$ cat config.mk
export PLATFORM = sky130hd
export DESIGN_NAME = accum_datapath
export DESIGN_NICKNAME = d
export VERILOG_FILES = /design/src/rtl/accum_dp_pkg.sv /design/src/rtl/operand_reg.sv /design/src/rtl/operand_steer.sv /design/src/rtl/fa_cell.sv /design/src/rtl/ripple_adder.sv /design/src/rtl/accum_datapath.sv
export SDC_FILE = /design/constraint.sdc
export NUM_CORES = 1
export LEC_CHECK = 0
export ABC_AREA = 1
export CORE_MARGIN = 8
export CORE_UTILIZATION = 60
export DETAILED_ROUTE_END_ITERATION = 12
export DONT_BUFFER_PORTS = 1
export HOLD_SLACK_MARGIN = 0.15
export PLACE_DENSITY = 0.76
export SYNTH_ARGS = -nofsm -noshare
export SYNTH_HDL_FRONTEND = slang
export SYNTH_SLANG_ARGS = --single-unit
$ cat constraint.sdc
create_clock -name clk -period 6.1 [get_ports clk]
set_input_delay 0.61 -clock clk [delete_from_list [all_inputs] [get_ports clk]]
set_output_delay 0.61 -clock clk [all_outputs]
set_load 0.005 [all_outputs]
$ cat src/rtl/accum_dp_pkg.sv
package accum_dp_pkg;
  typedef enum logic [1:0] {
    BM_KEEP = 2'b00,
    BM_ONES = 2'b01,
    BM_MEM  = 2'b10,
    BM_INV  = 2'b11
  } bmode_e;
endpackage

$ cat src/rtl/operand_reg.sv
module operand_reg
  import accum_dp_pkg::*;
#(
  parameter int DATA_W = 8
) (
  input  logic              clk,
  input  logic              rst,
  input  bmode_e            mode,
  input  logic [DATA_W-1:0] mem_rd,
  output logic [DATA_W-1:0] opnd_q
);
  always_ff @(posedge clk) begin
    if (rst) begin
      opnd_q <= '0;
    end else begin
      unique case (mode)
        BM_KEEP: opnd_q <= opnd_q;
        BM_ONES: opnd_q <= '1;
        BM_MEM:  opnd_q <= mem_rd;
        BM_INV:  opnd_q <= ~opnd_q;
        default: opnd_q <= opnd_q;
      endcase
    end
  end

  // R6 mode checks
  p_keep_r6: assert property (@(posedge clk) disable iff (rst)
    (mode == BM_KEEP) |=> $stable(opnd_q));
  p_ones_r6: assert property (@(posedge clk) disable iff (rst)
    (mode == BM_ONES) |=> (&opnd_q));
  p_mem_r6: assert property (@(posedge clk) disable iff (rst)
    (mode == BM_MEM) |=> (opnd_q == $past(mem_rd)));
  p_inv_r6: assert property (@(posedge clk) disable iff (rst)
    (mode == BM_INV) |=> (opnd_q == ~$past(opnd_q)));
endmodule

$ cat src/rtl/operand_steer.sv
module operand_steer #(
  parameter int DATA_W = 8
) (
  input  logic              a_sel,
  input  logic              b_sel,
  input  logic              cin_sel,
  input  logic [DATA_W-1:0] acc,
  input  logic [DATA_W-1:0] opnd,
  output logic [DATA_W-1:0] add_a,
  output logic [DATA_W-1:0] add_b,
  output logic              add_ci
);
  always_comb begin
    add_a  = a_sel ? acc  : '0;
    add_b  = b_sel ? opnd : '0;
    add_ci = cin_sel;
  end
endmodule

$ cat src/rtl/fa_cell.sv
module fa_cell (
  input  logic a,
  input  logic b,
  input  logic ci,
  output logic s,
  output logic co
);
  always_comb begin
    s  = a ^ b ^ ci;
    co = (a & b) | (ci & (a ^ b));
  end
endmodule

$ cat src/rtl/ripple_adder.sv
module ripple_adder #(
  parameter int DATA_W = 8
) (
  input  logic [DATA_W-1:0] a,
  input  logic [DATA_W-1:0] b,
  input  logic              ci,
  output logic [DATA_W-1:0] sum
);
  localparam int CHAIN = DATA_W;
  logic [CHAIN-1:0] carry;

  assign carry[0] = ci;

  for (genvar i = 0; i < CHAIN; i++) begin : g_bit
    if (i < CHAIN - 1) begin : g_full
      fa_cell u_fa (
        .a (a[i]),
        .b (b[i]),
        .ci(carry[i]),
        .s (sum[i]),
        .co(carry[i+1])
      );
    end else begin : g_top
      // the final carry leaves the word, so the top bit needs only the sum
      assign sum[i] = a[i] ^ b[i] ^ carry[i];
    end
  end
endmodule

$ cat src/rtl/accum_datapath.sv
module accum_datapath
  import accum_dp_pkg::*;
#(
  parameter int DATA_W = 8
) (
  input  logic              clk,
  input  logic              rst,
  input  logic              a_sel,
  input  logic              b_sel,
  input  logic              cin_sel,
  input  logic [1:0]        b_mode,
  input  logic [DATA_W-1:0] mem_rd,
  output logic [DATA_W-1:0] acc_out,
  output logic              acc_zero
);
  logic [DATA_W-1:0] acc_q;
  logic [DATA_W-1:0] opnd_q;
  logic [DATA_W-1:0] add_a, add_b, add_sum;
  logic              add_ci;

  operand_reg #(.DATA_W(DATA_W)) u_opnd (
    .clk   (clk),
    .rst   (rst),
    .mode  (bmode_e'(b_mode)),
    .mem_rd(mem_rd),
    .opnd_q(opnd_q)
  );

  operand_steer #(.DATA_W(DATA_W)) u_steer (
    .a_sel  (a_sel),
    .b_sel  (b_sel),
    .cin_sel(cin_sel),
    .acc    (acc_q),
    .opnd   (opnd_q),
    .add_a  (add_a),
    .add_b  (add_b),
    .add_ci (add_ci)
  );

  ripple_adder #(.DATA_W(DATA_W)) u_add (
    .a  (add_a),
    .b  (add_b),
    .ci (add_ci),
    .sum(add_sum)
  );

  always_ff @(posedge clk) begin
    if (rst) acc_q <= '0;
    else     acc_q <= add_sum;
  end

  assign acc_out  = acc_q;
  assign acc_zero = (acc_q == '0);

  p_clear_r3: assert property (@(posedge clk) disable iff (rst)
    (!a_sel && !b_sel && !cin_sel) |=> (acc_out == '0));
  p_inc_r4: assert property (@(posedge clk) disable iff (rst)
    (a_sel && !b_sel && cin_sel) |=> (acc_out == DATA_W'($past(acc_out) + 1'b1)));
  p_dec_r5: assert property (@(posedge clk) disable iff (rst)
    (a_sel && b_sel && !cin_sel && (&opnd_q)) |=> (acc_out == DATA_W'($past(acc_out) - 1'b1)));
  p_load_r8: assert property (@(posedge clk) disable iff (rst)
    (!a_sel && b_sel && !cin_sel) |=> (acc_out == $past(opnd_q)));
  p_hold_r10: assert property (@(posedge clk) disable iff (rst)
    (a_sel && !b_sel && !cin_sel) |=> $stable(acc_out));
endmodule

==> implementation parameters <==
Parameter                              Value

Synthesis
  Number of nets produced by synthesis    134
  Cell count after synthesis    112
  Number of flip-flops and latches in the synthesized netlist    16
  Most numerous cell types in the synthesized netlist    36 x sky130_fd_sc_hd__nand2_1, 16 x sky130_fd_sc_hd__dfxtp_1, 14 x sky130_fd_sc_hd__inv_1
  Synth top area cells    sky130_fd_sc_hd__dfxtp_1 38%, sky130_fd_sc_hd__fa_1 17%, sky130_fd_sc_hd__nand2_1 16%, sky130_fd_sc_hd__inv_1 6.2%, sky130_fd_sc_hd__nor2_1 5.8%
  Mean instance size in the synthesized netlist    7.52 um^2
  Fraction of synthesis flops using an asynchronous set or reset pin    0%
  Most instantiated library cell after synthesis    sky130_fd_sc_hd__nand2_1
  YS warnings    0
  Cell accounting for the most synthesized area    sky130_fd_sc_hd__dfxtp_1
  Number of enable flip-flop cells after synthesis    0
  Synth unique cells    14
  Total standard cell area after synthesis    842 um^2
  Fraction of synthesized cell area taken by the top area cell type    38.0%
  Sequential element share of the synthesized area    38.0%
  Leading register cell type out of synthesis    sky130_fd_sc_hd__dfxtp_1

Placed design
  Buffers on Ports    0
  Gp weighted congestion    0.701
  Placement-stage cell area    828 um^2
  Detail Placement HPWL    1.22 mm

Power and ir drop
  Power density cells    251 nW/um^2
  Share of power burned in the clock network    32.6%
  Pleak    0.398 nW
  Net switching power figure    0.0558 mW
  Int Pwr    0.161 mW
  Sequential Power Share    55.8%
  Worst voltage drop across the vdd grid    0.120 mV
  Combinational power share    11.7%
  Share of total power consumed by net switching    25.7%

Routing
  TritonRoute pass-1 iters    4
  DRC Markers    0
  Initial detailed-routing violation count    6
  Post-detailed-route via-to-cell ratio    5.21
  Total wire length after detailed routing    1.55 mm
  Via count    657
  Antenna-violating nets left    0
  Detailed-route wire length per cell    12.3 um

Clocking
  Number of buffers inserted by hold repair at cts    0
  Cells resized by post-CTS repair    0
  Clock tree from TritonCTS    done
  Sinks on the clock net    16
  Clock transition at path regs    0.10 ns
  Number of H-tree branching levels    1
  Clock Root Buffer    sky130_fd_sc_hd__clkbuf_4
  Maximum clock insertion buffer count    2
  Clock Latency Late Sink    0.29 ns
  Post-CTS repair timing setup buffer count    0
  Clock buffers created by TritonCTS    3

Timing
  Final slew viol count    0
  Final min period    3.37 ns
  Final setup violation count    0
  Worst clock skew    0.00459 ns
  RSZ-0062 raised after global routing    no
  Pin slew with the least headroom to its limit    0.191 ns
  F_max    0.297 GHz
  Count of final hold-check violations    0
  TNS Setup    0 ns
  Tcrit/Tclk final    55.3%
  Worst relative slew slack    87.2%

Hold path
  Hold path start    rst
  Hold Path Cell Cnt    1
  Type of the most critical hold path    in -> reg

Run
  Max-cap viol count    0

Critical path
  Library cell appearing most often on the critical path    sky130_fd_sc_hd__fa_1
  Arrival time of the worst setup path    3.57 ns
  Capturing element type of the critical path    flip-flop
  Critical setup path kind    reg -> reg
  Critical register-to-register path startpoint    acc_out[0]
  Launching element type of the critical path    flip-flop
  Highest-delay cell along the critical path    sky130_fd_sc_hd__fa_1
  Launch point of the worst path    acc_out[0]
  Crit path cell chain    nand2_1, fa_1, fa_1, fa_1, inv_1, fa_1, inv_1, fa_1, inv_1, fa_1, inv_1, fa_1, inv_1, nand3_1, a21oi_1, nor2_1
  Max FO, Critical Path    3
  Highest cell delay on the worst timing path    0.40 ns
  Number of cells on the worst reg-to-reg path    16
  Req. time, crit path    6.29 ns

Die
  Total die area    2860 um^2
  Core Footprint    1300 um^2
  Rows    13
  Width of the die    53.5 um
  Effective utilization at floorplan    64.7%
  I/O Pins    24
  Die height    53.5 um

Global routing
  Overflow left after global routing    0
  Pin count of the biggest net entering global routing    17
  First-pass GRT wire length    2.52 mm
  Number of antenna violations at the first check in global routing    0
  Via count of the first global-routing pass    615
  Tot GR Track Use    12.0%

Cells and area
  Synth-to-Final Area Change    2.67%
  Final-stage net count    134
  Proportion of layout cells with a drive suffix above 1    5.41%
  Fin area    865 um^2
  Inserted Diodes    0

Run status
  Outcome    finished, final reports clean
==> placed cells by master (no fill, tap or decap) <==
| cell | n |
|---|---|
| sky130_fd_sc_hd__clkbuf_8 | 1 |
| sky130_fd_sc_hd__o21ai_0 | 8 |
| sky130_fd_sc_hd__fa_1 | 7 |
| sky130_fd_sc_hd__nor2_1 | 13 |
| sky130_fd_sc_hd__nand2_1 | 36 |
| sky130_fd_sc_hd__nor2_4 | 1 |
| sky130_fd_sc_hd__dfxtp_1 | 16 |
| sky130_fd_sc_hd__nand3_1 | 2 |
| sky130_fd_sc_hd__a21oi_1 | 9 |
| sky130_fd_sc_hd__inv_4 | 1 |
| sky130_fd_sc_hd__clkbuf_4 | 3 |
| sky130_fd_sc_hd__inv_1 | 14 |
==> worst max-delay path, delay by kind of cell, from the launching register on <==
family                   cells  cell delay, ns
buffers and inverters        5            0.32
AND/OR/NAND/NOR              3            0.23
AO/OA/AOI/OAI                1            0.14
flip-flops                   1            0.38
adder cells (fa/ha/maj)      7            2.20
==> through the flow <==
stage	power [mW]	hold slack, ns	instances	setup slack [ns]	util, %
2_1_floorplan	0.148	0.524	112	2.50	-
3_3_place_gp	0.147	0.529	122	2.58	63.7
3_5_place_dp	0.149	0.540	122	2.50	63.7
4_1_cts	0.220	0.365	126	2.70	66.4
5_1_grt	0.228	0.356	126	2.52	66.4
6_report	0.217	0.372	126	2.73	66.4
==> final timing paths <==
| check | slack (ns) | to |
|---|---|---|
| max | 2.73 | acc_out[7] |
| min | 0.37 | u_opnd.opnd_q[3] |
| max reg2reg | 2.73 | acc_out[7] |
| min reg2reg | 0.55 | u_opnd.opnd_q[4] |
==> flip-flops by register name (all words and copies together), names as in the netlist <==
signal,flops
acc_out,8
u_opnd.opnd_q,8
==> area by class of cell <==
type | count | area (um^2)
Inverter | 15 | 58.8
Fill cell | 122 | 437
Multi-Input combinational cell | 76 | 430
Sequential cell | 16 | 320
Tap cell | 15 | 18.8
Clock buffer | 4 | 36.3
==> power groups by stage <==
| stage | registers (mW) | logic [mW] | clock network [mW] |
|---|---|---|---|
| finish | 0.121 | 0.0253 | 0.0707 |
| global route | 0.123 | 0.0301 | 0.0757 |
| CTS | 0.121 | 0.0260 | 0.0726 |
| detailed placement | 0.124 | 0.0259 | 0 |
| global placement | 0.123 | 0.0242 | 0 |
| floorplan | 0.122 | 0.0264 | 0 |
==> routing by layer <==
metal	part of all wire, %	vias to the layer above	track usage (%)
li1	-	333	-
met4	1.7	0	7.56
met3	11	4	5.60
met1	44	293	13.3
met5	0	-	0
met2	43	27	18.0
==> cell families (layout without fill, tap and decap cells) <==
| logic type | Yosys count | in the layout | synth area share (%) |
|---|---|---|---|
| and+or+nand+nor | 52 | 52 | 24.4 |
| buffers and inverters | 20 | 19 | 10.8 |
| AOI/OAI and AO/OA | 17 | 17 | 10.1 |
| DFF | 16 | 16 | 38.0 |
| adders and majority gates | 7 | 7 | 16.6 |
(Power assumes the default switching activity.)
